$ cat config.mk
export PLATFORM = sky130hd
export DESIGN_NAME = lnk_rx_sync
export DESIGN_NICKNAME = d
export VERILOG_FILES = /design/src/rtl/lnk_sync_pkg.sv /design/src/rtl/lnk_run_cnt.sv /design/src/rtl/lnk_lcv_cnt.sv /design/src/rtl/lnk_rx_sync.sv
export SDC_FILE = /design/constraint.sdc
export NUM_CORES = 1
export LEC_CHECK = 0
export CORE_MARGIN = 1
export CORE_UTILIZATION = 60
export DETAILED_ROUTE_END_ITERATION = 8
export DONT_BUFFER_PORTS = 1
export PLACE_DENSITY_LB_ADDON = 0.05
export SLEW_MARGIN = 25
export SYNTH_ARGS = -nofsm -noshare
export SYNTH_HDL_FRONTEND = slang
export SYNTH_SLANG_ARGS = --single-unit
$ cat constraint.sdc
create_clock -name clk -period 4.75 [get_ports clk]
set_input_delay 0.475 -clock clk [delete_from_list [all_inputs] [get_ports clk]]
set_output_delay 0.475 -clock clk [all_outputs]
set_load 0.02 [all_outputs]
$ cat src/rtl/lnk_sync_pkg.sv
package lnk_sync_pkg;
    // State codes are visible on the port; frame lock is 3 by definition.
    typedef enum logic [1:0] {
        ST_LOST = 2'd0,
        ST_BLK  = 2'd1,
        ST_FRM  = 2'd3
    } sync_st_e;

    localparam int unsigned NUM_RUNS = 2;  // 0: byte blocks, 1: message groups
    localparam int unsigned RUN_BLK  = 0;
    localparam int unsigned RUN_GRP  = 1;
endpackage

$ cat src/rtl/lnk_run_cnt.sv
// Tracks the length and polarity of the current run of same-kind events.
module lnk_run_cnt #(
    parameter int unsigned CNT_W = 16
) (
    input  logic             clk,
    input  logic             rst_n,
    input  logic             clr_i,
    input  logic             evt_i,
    input  logic             good_i,
    input  logic [CNT_W-1:0] thr_ok_i,
    input  logic [CNT_W-1:0] thr_bad_i,
    output logic             hit_ok_o,
    output logic             hit_bad_o
);
    localparam logic [CNT_W-1:0] CNT_MAX = {CNT_W{1'b1}};
    localparam logic [CNT_W-1:0] CNT_ONE = {{(CNT_W-1){1'b0}}, 1'b1};

    typedef struct packed {
        logic             pol;
        logic [CNT_W-1:0] len;
    } run_t;

    run_t             run_d, run_q;
    logic [CNT_W-1:0] len_next;

    always_comb begin
        run_d = run_q;
        if (good_i == run_q.pol) begin
            len_next = (run_q.len == CNT_MAX) ? CNT_MAX : run_q.len + CNT_ONE;
        end else begin
            len_next = CNT_ONE;
        end
        hit_ok_o  = evt_i &  good_i & (len_next >= thr_ok_i);
        hit_bad_o = evt_i & ~good_i & (len_next >= thr_bad_i);
        if (clr_i) begin
            run_d = '0;
        end else if (evt_i) begin
            run_d.pol = good_i;
            run_d.len = len_next;
        end
    end

    always_ff @(posedge clk or negedge rst_n) begin
        if (!rst_n) run_q <= '0;
        else        run_q <= run_d;
    end
endmodule

$ cat src/rtl/lnk_lcv_cnt.sv
// Counts line-code violations since the last clear, saturating.
module lnk_lcv_cnt #(
    parameter int unsigned CNT_W = 16
) (
    input  logic             clk,
    input  logic             rst_n,
    input  logic             clr_i,
    input  logic             evt_i,
    input  logic [CNT_W-1:0] thr_i,
    output logic             hit_o
);
    localparam logic [CNT_W-1:0] CNT_MAX = {CNT_W{1'b1}};
    localparam logic [CNT_W-1:0] CNT_ONE = {{(CNT_W-1){1'b0}}, 1'b1};

    logic [CNT_W-1:0] cnt_d, cnt_q, cnt_inc;

    always_comb begin
        cnt_inc = (cnt_q == CNT_MAX) ? CNT_MAX : cnt_q + CNT_ONE;
        hit_o   = evt_i & (cnt_inc >= thr_i);
        cnt_d   = cnt_q;
        if (clr_i)      cnt_d = '0;
        else if (evt_i) cnt_d = cnt_inc;
    end

    always_ff @(posedge clk or negedge rst_n) begin
        if (!rst_n) cnt_q <= '0;
        else        cnt_q <= cnt_d;
    end
endmodule

$ cat src/rtl/lnk_rx_sync.sv
module lnk_rx_sync
    import lnk_sync_pkg::*;
#(
    parameter int unsigned CNT_W = 16
) (
    input  logic             clk,
    input  logic             rst_n,
    input  logic             link_en_i,
    input  logic             err_supp_en_i,
    input  logic             auto_align_en_i,
    input  logic             lcv_unsync_en_i,
    input  logic [CNT_W-1:0] blk_ok_thr_i,
    input  logic [CNT_W-1:0] blk_bad_thr_i,
    input  logic [CNT_W-1:0] grp_ok_thr_i,
    input  logic [CNT_W-1:0] grp_bad_thr_i,
    input  logic [CNT_W-1:0] lcv_thr_i,
    input  logic             blk_vld_i,
    input  logic             blk_good_i,
    input  logic             grp_vld_i,
    input  logic             grp_good_i,
    input  logic             lcv_i,
    input  logic             err_i,
    output logic [1:0]       state_o,
    output logic             err_o,
    output logic             align_dis_o
);
    typedef struct packed {
        sync_st_e st;
    } ctl_t;

    ctl_t                 ctl_d, ctl_q;
    logic                 cnt_clr;
    logic                 lcv_hit;
    logic [NUM_RUNS-1:0]  evt, good, hit_ok, hit_bad;
    logic [CNT_W-1:0]     thr_ok  [NUM_RUNS];
    logic [CNT_W-1:0]     thr_bad [NUM_RUNS];

    always_comb begin
        evt[RUN_BLK]      = blk_vld_i;
        good[RUN_BLK]     = blk_good_i;
        thr_ok[RUN_BLK]   = blk_ok_thr_i;
        thr_bad[RUN_BLK]  = blk_bad_thr_i;
        evt[RUN_GRP]      = grp_vld_i;
        good[RUN_GRP]     = grp_good_i;
        thr_ok[RUN_GRP]   = grp_ok_thr_i;
        thr_bad[RUN_GRP]  = grp_bad_thr_i;
    end

    for (genvar g = 0; g < NUM_RUNS; g++) begin : g_run
        lnk_run_cnt #(.CNT_W(CNT_W)) u_run (
            .clk       (clk),
            .rst_n     (rst_n),
            .clr_i     (cnt_clr),
            .evt_i     (evt[g]),
            .good_i    (good[g]),
            .thr_ok_i  (thr_ok[g]),
            .thr_bad_i (thr_bad[g]),
            .hit_ok_o  (hit_ok[g]),
            .hit_bad_o (hit_bad[g])
        );
    end

    lnk_lcv_cnt #(.CNT_W(CNT_W)) u_lcv (
        .clk   (clk),
        .rst_n (rst_n),
        .clr_i (cnt_clr),
        .evt_i (lcv_i),
        .thr_i (lcv_thr_i),
        .hit_o (lcv_hit)
    );

    // Next state; unlock causes are checked before partial fallbacks.
    always_comb begin
        ctl_d = ctl_q;
        if (!link_en_i) begin
            ctl_d.st = ST_LOST;
        end else begin
            unique case (ctl_q.st)
                ST_LOST: if (hit_ok[RUN_BLK]) ctl_d.st = ST_BLK;
                ST_BLK: begin
                    if (hit_bad[RUN_BLK])     ctl_d.st = ST_LOST;
                    else if (hit_ok[RUN_GRP]) ctl_d.st = ST_FRM;
                end
                ST_FRM: begin
                    if (lcv_unsync_en_i && lcv_hit) ctl_d.st = ST_LOST;
                    else if (hit_bad[RUN_BLK])      ctl_d.st = ST_LOST;
                    else if (hit_bad[RUN_GRP])      ctl_d.st = ST_BLK;
                end
                default: ctl_d.st = ST_LOST;
            endcase
        end
        cnt_clr = !link_en_i || (ctl_d.st != ctl_q.st);
    end

    always_ff @(posedge clk or negedge rst_n) begin
        if (!rst_n) ctl_q <= '{st: ST_LOST};
        else        ctl_q <= ctl_d;
    end

    always_comb begin
        state_o     = ctl_q.st;
        err_o       = err_i & (~err_supp_en_i | (ctl_q.st == ST_FRM));
        align_dis_o = auto_align_en_i & (ctl_q.st == ST_FRM);
    end
endmodule

==> impl_metrics.tcl, run 1 <==
set metrics [dict create \
    outcome "finished, violations left" \
    violations "negative hold slack" \
    r2r_end "g_run[1].u_run.run_q[5]" \
    drt-total-wl_um 13500 \
    tightest_slew_ns 0.705 \
    clock_path_buffers 2 \
    drv_cap 0 \
    die_w_um 99.2 \
    die_h_um 99.2 \
    cp_max_fo 27 \
    cts_buffers 5 \
    clkTransAtPathRegs_ns 0.10 \
    maxSlewViolCount 0 \
    yosysUniqueCellTypes 52 \
    skew_ns 0.00632 \
    crit_arrival_ns 4.63 \
    slew_headroom_pct 52.6 \
    grt_pass1_vias 4949 \
    grt_setup_unrepaired "no" \
    endpoint_kind "flop" \
    synth_edf_count 0 \
    hpwl_um 10500 \
    r2r_slack_ns 0.32 \
    num-nets-final 893 \
    final_common_cell "inv_1" \
    std_cell_rows 35 \
    setup-violations-final 0 \
    vias 5130 \
    synth-seq-area-share_pct 22.9 \
    hold_viol 2 \
    drt_iter0_drc 164 \
    yosysWarningCount 0 \
    clock-sinks 52 \
    cp.required_ns 4.94 \
    fin_area_sq_mm 0.00591 \
    cts_tree "yes" \
    min_period_ns 4.43 \
    start_util_pct 61.7 \
    crit_family "simple AND/OR/NAND/NOR gates" \
    diodes 0 \
    die_area_sq_mm 0.00984 \
    h-tree-depth 2 \
    start_kind "flop" \
    syn_to_final_growth_pct 4.21 \
    ir_worst_vdd_mv 0.126 \
    finalSetupTns_ns 0 \
    synthCells 732 \
    p_leak_nw 3.01 \
    grt_util_all_layers_pct 28.3 \
    r2r-start "g_run[0].u_run.run_q[0]" \
    critPathKind "reg2reg" \
    crit_chain "ha_1 -> and3_1 -> nand4_1 -> or3_1 -> buf_4 -> a21oi_1 -> ha_1 -> a211oi_1 -> nand2_1 -> o221ai_1 -> a31oi_1 -> nor3_1 -> o2bb2ai_4 -> buf_4 -> nor3_1" \
    endpoint "g_run[1].u_run.run_q[5]" \
    antenna_left 0 \
    slowest_stage "or3_1" \
    cp.depth 15 \
    fin_crit_sh_pct 93.3 \
    wl_per_cell_um 16.3 \
    routed_via_density 6.17 \
    finalHoldWorstSlack_ns -0.000354 \
    syn-num-nets 905 \
    hold_path_class "in2async" \
    grt-ovfl-total 0 \
    final_cell_mix "85 x inv_1, 81 x ha_1, 70 x a21oi_1" \
    core_sq_mm 0.00920 \
    grt_pass1_wl_um 22700 \
    crit_buf_inv 2 \
    grt_max_degree 53 \
    cp-startpoint "g_run[0].u_run.run_q[0]" \
    clockRootBuffer "clkbuf_8" \
    fmax_ghz 0.226 \
    ys_seq_elements 52 \
    numPortBuffers 0 \
    placed_area_sq_mm 0.00577 \
    clkLatencyLatePin_ns 0.31 \
    antenna_found_initial 0 \
    p_per_area_mw_per_mm2 153 \
    ioPinCount 96 \
    dr.pass1.iters 4 \
    avgSynthCellArea_sq_um 7.75 \
    ys.flop_type "dfrtp_1" \
    reg2reg_depth 15 \
    drive_gt1_share_pct 4.99 \
    slowest_delay_ns 0.56 \
    drc_errors 0 \
    routabilityCongestion 0.896 \
    synthArstFlopShare_pct 100 \
    mappedNetlistArea_sq_mm 0.00567 \
]
how the worst min path moves through the flow:
stage	from	endpoint	cells past startpoint
floorplan	rst_n	g_run[0].u_run.run_q[0]	0
global placement	rst_n	u_lcv.cnt_q[10]	0
detailed placement	rst_n	u_lcv.cnt_q[10]	0
CTS	rst_n	u_lcv.cnt_q[10]	1
global route	rst_n	u_lcv.cnt_q[10]	1
finish	rst_n	u_lcv.cnt_q[12]	1
cells in the mapped netlist, types with 4 or more instances:
| master | number | area share [%] |
|---|---|---|
| o211ai_1 | 4 | 0.53 |
| a21boi_0 | 5 | 0.66 |
| nand2_1 | 58 | 3.8 |
| buf_6 | 5 | 0.99 |
| and3_1 | 13 | 1.4 |
| nor2_1 | 37 | 2.4 |
| a31oi_1 | 18 | 2.0 |
| xnor2_1 | 26 | 4.0 |
| nand4_1 | 19 | 2.1 |
| a21oi_1 | 70 | 6.2 |
| nor2b_1 | 5 | 0.55 |
| o21bai_1 | 4 | 0.53 |
| clkbuf_1 | 24 | 1.6 |
| nor3b_1 | 4 | 0.53 |
| xor2_1 | 9 | 1.4 |
| ha_1 | 81 | 18 |
| a21o_1 | 18 | 2.4 |
| nand2b_1 | 4 | 0.44 |
| o22ai_1 | 7 | 0.77 |
| o21a_1 | 6 | 0.79 |
| nor3_1 | 56 | 4.9 |
| mux2i_1 | 14 | 2.5 |
| and4_1 | 5 | 0.77 |
| a211oi_1 | 8 | 1.1 |
| dfrtp_1 | 52 | 23 |
| nand3_1 | 20 | 1.8 |
| inv_1 | 85 | 5.6 |
| a31o_2 | 6 | 0.93 |
| o21ai_0 | 26 | 2.3 |
| and2_1 | 11 | 1.2 |
cell families after synthesis:
kind of cell	after synthesis	share of synthesized area, %
and+or+nand+nor	242	21.3
AOI/OAI and AO/OA	188	21.1
buffers and inverters	118	8.52
adders and majority gates	82	18.0
DFF	52	22.9
xor gates and xnor gates	35	5.41
muxes	15	2.67
power by group:
part           leakage, nW  total (W)  switching (W)  internal, W
registers            0.721   0.000457     0.00000897     0.000448
clock network       0.0463   0.000274       0.000165     0.000109
logic                 2.24   0.000172       0.000109    0.0000626
sequential cells by signal, indices dropped and copies added, names as in the netlist:
name and cells:
g_run.u_run.run_q 34, u_lcv.cnt_q 16, state_o 2
per-layer routing:
metal	wire, um	vias to the layer above	track usage, %
met4	259	0	7.92
met5	0	-	0
met1	6080	2398	35.3
met2	6770	118	51.2
li1	-	2595	-
met3	416	19	3.58
timing repair:
action / in CTS / in global routing
hold buffers: 1 / 0
resized for setup: 0 / 2
hold endpoints to repair: 52 / 0
setup endpoints to repair: 0 / 2
buffers inserted: 0 / 0
stage by stage:
stage               hold slack, ns  total power (W)  util (%)  setup WS (ns)  instances
floorplan                    0.179         0.000591         -          0.797        732
detailed placement           0.180         0.000625      62.8          0.323        823
global route               0.00690         0.000946      64.3         0.0117        832
CTS                        0.00711         0.000907      64.1          0.256        832
finish                   -0.000354         0.000903      64.3          0.317        832
global placement             0.181         0.000617      62.8          0.326        823
cell type report:
type | instances | area (sq um)
clock buffers | 5 | 68.8
clock inverters | 3 | 27.5
flip-flops and latches | 52 | 1300
well taps | 111 | 139
inverters | 85 | 319
multi-input cells | 562 | 3920
fillers | 859 | 3290
repair buffers | 14 | 138
Power figures use the tool's default switching activity.
==> run 2: changes to the inputs <==
--- a/config.mk
+++ b/config.mk
@@ -11,4 +11,5 @@
 export DONT_BUFFER_PORTS = 1
 export PLACE_DENSITY_LB_ADDON = 0.05
+export SETUP_SLACK_MARGIN = 0.15
 export SLEW_MARGIN = 25
 export SYNTH_ARGS = -nofsm -noshare
==> constraint.sdc (replaced) <==
create_clock -name clk -period 4.75 [get_ports clk]
set_input_delay 0.475 -clock clk [delete_from_list [all_inputs] [get_ports clk]]
set_output_delay 0.475 -clock clk [all_outputs]
set_load 0.1 [all_outputs]
==> impl_metrics.tcl, run 2 (synthesis results as in run 1) <==
set metrics [dict create \
    diodes 0 \
    cp_max_fo 28 \
    clkLatencyLatePin_ns 0.31 \
    wl_per_cell_um 16.4 \
    core_sq_mm 0.00920 \
    die_h_um 99.2 \
    vias 5180 \
    clock_path_buffers 2 \
    h-tree-depth 2 \
    drt_iter0_drc 261 \
    cts_buffers 5 \
    crit_chain "ha_1 -> and3_1 -> nand4_1 -> or3_4 -> buf_4 -> and3_1 -> ha_1 -> nor3b_1 -> nor2_1 -> o221ai_1 -> a31oi_1 -> nor3_2 -> o2bb2ai_4 -> buf_4 -> nor3_1" \
    drv_cap 0 \
    fin_crit_sh_pct 91.9 \
    finalSetupTns_ns 0 \
    ff_latch_area_sq_mm 0.00130 \
    ioPinCount 96 \
    dp_cells 822 \
    fmax_ghz 0.229 \
    crit_arrival_ns 4.55 \
    start_util_pct 61.7 \
    maxSlewViolCount 0 \
    final_cell_mix "85 x inv_1, 81 x ha_1, 70 x a21oi_1" \
    antenna_found_initial 0 \
    hold_path_class "in2async" \
    slowest_delay_ns 0.51 \
    grt_util_all_layers_pct 28.4 \
    numPortBuffers 0 \
    top_register "g_run.u_run.run_q" \
    ir_worst_vdd_mv 0.120 \
    hpwl_um 10500 \
    num-nets-final 894 \
    cts_tree "yes" \
    hold_viol 0 \
    grt_max_degree 53 \
    outcome "finished clean" \
    slew_headroom_pct 31.5 \
    slowest_stage "or3_4" \
    total_power_w 0.000955 \
    dr.pass1.iters 4 \
    routed_via_density 6.22 \
    drive_gt1_share_pct 5.96 \
    multi_input_area_sq_mm 0.00395 \
    nFillCells 831 \
    layout_setup_ws_ns 0.386 \
    p_leak_nw 3.02 \
    largest_register_ffs 34 \
    grt_pass1_wl_um 22900 \
    final_common_cell "inv_1" \
    r2r_slack_ns 0.39 \
    drt-total-wl_um 13700 \
    die_w_um 99.2 \
    grt-ovfl-total 0 \
    setup-violations-final 0 \
    dp_slack_ns 0.111 \
    clockRootBuffer "clkbuf_8" \
    syn_to_final_growth_pct 5.03 \
    endpoint_kind "flop" \
    routabilityCongestion 0.886 \
    drc_errors 0 \
    grt_setup_unrepaired "no" \
    skew_ns 0.00831 \
    std_cell_rows 35 \
    min_period_ns 4.36 \
    critPathKind "reg2reg" \
    cp.required_ns 4.94 \
    clock-sinks 52 \
    tightest_slew_ns 1.03 \
    die_area_sq_mm 0.00984 \
    start_kind "flop" \
    clkTransAtPathRegs_ns 0.10 \
    grt_pass1_vias 5010 \
    fin_cells 833 \
    p_per_area_mw_per_mm2 160 \
    antenna_left 0 \
]
[run 2: report_power, final]
| group | internal [W] | switching (W) | leakage (nW) |
|---|---|---|---|
| sequential | 0.000448 | 0.0000142 | 0.720 |
| combinational | 0.0000625 | 0.000112 | 2.25 |
| clock | 0.000159 | 0.000160 | 0.0548 |
[run 2: what timing repair did]
action / CTS / global route
endpoints found under the hold margin: 52 / 0
gates resized for setup: 3 / 4
endpoints found under the setup margin: 49 / 51
pin swaps: 0 / 1
hold buffers: 1 / 0
setup buffers: 0 / 2
[run 2: worst paths after layout]
| path | startpoint | endpoint | cells past startpoint |
|---|---|---|---|
| max in group asynchronous | rst_n | state_o[1] | 1 |
| worst max-delay path | g_run[0].u_run.run_q[0] | u_lcv.cnt_q[12] | 15 |
| worst min register to register | g_run[0].u_run.run_q[16] | g_run[0].u_run.run_q[16] | 2 |
| worst min-delay path | rst_n | u_lcv.cnt_q[9] | 1 |
| worst max register to register | g_run[0].u_run.run_q[0] | u_lcv.cnt_q[12] | 15 |
| min in group clk | link_en_i | state_o[0] | 1 |
[run 2: metal layers]
layer,GRT usage (%),vias to the layer above,routed length [um]
met5,0,-,0
met3,2.53,16,565
met4,8.14,0,228
met2,50.9,131,6860
met1,36.4,2441,6010
li1,-,2592,-
[run 2: worst max-delay path, delay by kind of cell, from the launching register on]
kind,cells,cell delay [ns]
buf+inv,2,0.54
simple gates,8,2.00
fa+ha+maj,2,0.54
flops,1,0.42
compound gates,3,0.75
[run 2: area by class of cell]
cell class	instances	area share, %
multi-input combinational	562	66.3
clock inverter	3	0.777
sequential	52	21.9
tap	111	2.33
clock buffer	5	1.16
timing repair buffer	15	2.23
inverter	85	5.36
[run 2: through the flow]
stage	hold WS, ns	area [sq um]	utilization [%]
floorplan	0.179	5670	-
global route	0.00427	5960	64.8
CTS	0.00883	5920	64.4
detailed placement	0.180	5770	62.7
global placement	0.180	5760	62.6
finish	0.00320	5960	64.8
==> run 3: changes to the inputs <==
ABC_AREA = 1   (was default)
==> impl_metrics.tcl, run 3 <==
set metrics [dict create \
    antenna_left 0 \
    grt-ovfl-total 0 \
    start_kind "flop" \
    wl_per_cell_um 12.2 \
    r2r_end "g_run[1].u_run.run_q[10]" \
    synth_area_leaders "dfrtp_1 23%, ha_1 18%, inv_1 12%" \
    endpoint "g_run[1].u_run.run_q[10]" \
    crit_buf_inv 3 \
    synth_top_area_share_pct 22.9 \
    drv_cap 0 \
    cp.depth 20 \
    vias 5113 \
    core_sq_mm 0.00920 \
    routabilityCongestion 0.888 \
    cp.required_ns 4.98 \
    die_w_um 99.3 \
    outcome "finished clean" \
    std_cell_rows 35 \
    synth_edf_count 0 \
    yosysUniqueCellTypes 40 \
    num-nets-final 1021 \
    crit_chain "ha_1 -> nand3_1 -> nor2_1 -> nand3_1 -> inv_1 -> nand2_1 -> a31oi_1 -> ha_1 -> a21oi_1 -> o21ai_0 -> a21oi_1 -> nand3_1 -> nand2_1 -> inv_1 -> nor3b_1 -> nand2_1 -> nand3_2 -> nand3_4 -> buf_4 -> nor2_2" \
    cp-startpoint "g_run[0].u_run.run_q[0]" \
    clock_path_buffers 2 \
    p_leak_nw 3.21 \
    grt_setup_unrepaired "no" \
    dr.pass1.iters 6 \
    finalSetupTns_ns 0 \
    tightest_slew_ns 1.06 \
    maxSlewViolCount 0 \
    fin_area_sq_mm 0.00588 \
    hold_path_class "in2async" \
    hold_viol 0 \
    fin_cells 959 \
    final_common_cell "inv_1" \
    diodes 0 \
    placed_area_sq_mm 0.00577 \
    yosysWarningCount 0 \
    ys.flop_type "dfrtp_1" \
    clock-sinks 52 \
    min_period_ns 4.15 \
    ir_worst_vdd_mv 0.134 \
    grt_max_degree 53 \
    synth-seq-area-share_pct 22.9 \
    top_register "g_run.u_run.run_q" \
    clockRootBuffer "clkbuf_8" \
    fin_crit_sh_pct 87.3 \
    antenna_found_initial 0 \
    die_h_um 99.3 \
    slowest_stage "dfrtp_1" \
    critPathKind "reg2reg" \
    setup-violations-final 0 \
    ys_seq_elements 52 \
    drive_gt1_share_pct 9.32 \
    yosys.area.top_type "dfrtp_1" \
    fmax_ghz 0.241 \
    routed_via_density 5.33 \
    mappedNetlistArea_sq_mm 0.00568 \
    ys_top_cells_by_count "183 x inv_1, 179 x nand2_1, 81 x ha_1" \
    p_int_w 0.000607 \
    dp_slack_ns 0.566 \
    postCtsSetupBuffers 0 \
    drt_iter0_drc 210 \
    synthArstFlopShare_pct 100 \
    seqPwrFrac_pct 53.2 \
    skew_ns 0.00680 \
    reg2reg_depth 20 \
    yosysMostFrequentCell "inv_1" \
    grt_pass1_wl_um 20100 \
    comb_power_share_pct 19.2 \
    grt_pass1_vias 4789 \
    layout_setup_ws_ns 0.602 \
    die_area_sq_mm 0.00986 \
    final_util_pct 63.9 \
    hpwl_um 9750 \
    slowest_delay_ns 0.40 \
    clkLatencyLatePin_ns 0.30 \
    dp_cells 951 \
    syn-num-nets 1027 \
    endpoint_kind "flop" \
    syn_to_final_growth_pct 3.48 \
    crit_arrival_ns 4.38 \
    r2r-start "g_run[0].u_run.run_q[0]" \
    p_clk_share_pct 27.6 \
    final_cell_mix "183 x inv_1, 179 x nand2_1, 81 x ha_1" \
    avgSynthCellArea_sq_um 6.65 \
    p_sw_share_pct 29.2 \
    cts_buffers 5 \
    p_per_area_mw_per_mm2 146 \
    crit_family "simple AND/OR/NAND/NOR gates" \
    switchingPower_w 0.000251 \
    ioPinCount 96 \
    largest_register_ffs 34 \
    grt_util_all_layers_pct 24.7 \
    drt-total-wl_um 11700 \
    start_util_pct 61.8 \
    slew_headroom_pct 29.3 \
    clkTransAtPathRegs_ns 0.09 \
    drc_errors 0 \
    cp_max_fo 15 \
    r2r_slack_ns 0.60 \
    cts_tree "yes" \
    synthCells 854 \
    numPortBuffers 0 \
    h-tree-depth 2 \
]
run 3: metal layers:
layer | vias to the layer above | track usage [%] | share of wire, %
met2 | 109 | 45.7 | 50
li1 | 2683 | - | -
met5 | - | 0 | 0
met3 | 23 | 2.95 | 2.4
met1 | 2298 | 30.1 | 45
met4 | 0 | 7.24 | 2.1
run 3: what timing repair did:
action / CTS / global route
endpoints found under the setup margin: 0 / 8
hold buffers: 1 / 0
endpoints found under the hold margin: 52 / 0
gates resized for setup: 0 / 1
run 3: area by class of cell:
cell class	instances	area [sq um]
clock buffer	5	68.8
clock inverter	2	12.5
fill	871	3320
inverter	185	694
multi-input combinational	600	3600
sequential	52	1300
tap	111	139
timing repair buffer	4	62.6
run 3: logic make-up (layout without fill, tap and decap cells):
logic type               Yosys count  count (layout)  share of synthesized area, %
XOR/XNOR                          21              21                          3.24
multiplexers                       1               1                         0.176
AND/OR/NAND/NOR                  352             352                          28.1
adder cells (fa/ha/maj)           81              81                          17.8
AO/OA/AOI/OAI                    145             145                          13.7
flip-flops                        52              52                          22.9
buffers and inverters            202             196                          14.0
run 3: worst min-delay path by stage:
| stage | start | to | cells after the start | slack (ns) |
|---|---|---|---|---|
| 2_1_floorplan | rst_n | g_run[0].u_run.run_q[0] | 0 | 0.18 |
| 3_3_place_gp | rst_n | g_run[1].u_run.run_q[7] | 0 | 0.18 |
| 3_5_place_dp | rst_n | g_run[1].u_run.run_q[5] | 0 | 0.18 |
| 4_1_cts | rst_n | g_run[1].u_run.run_q[7] | 1 | 0.03 |
| 5_1_grt | rst_n | g_run[1].u_run.run_q[6] | 1 | 0.03 |
| 6_report | rst_n | g_run[1].u_run.run_q[7] | 1 | 0.02 |
run 3: metrics by stage:
stage	hold slack, ns	total power, W
after floorplan	0.179	0.000596
after global placement	0.181	0.000610
after detailed placement	0.181	0.000620
after CTS	0.0308	0.000869
after global routing	0.0283	0.000919
final	0.0186	0.000858
run 3: power groups by stage:
stage               sequential (W)  combinational [W]  clock [W]
finish                    0.000456           0.000164   0.000237
global route              0.000457           0.000194   0.000267
CTS                       0.000456           0.000167   0.000245
detailed placement        0.000465           0.000155          0
global placement          0.000465           0.000146          0
floorplan                 0.000463           0.000132          0
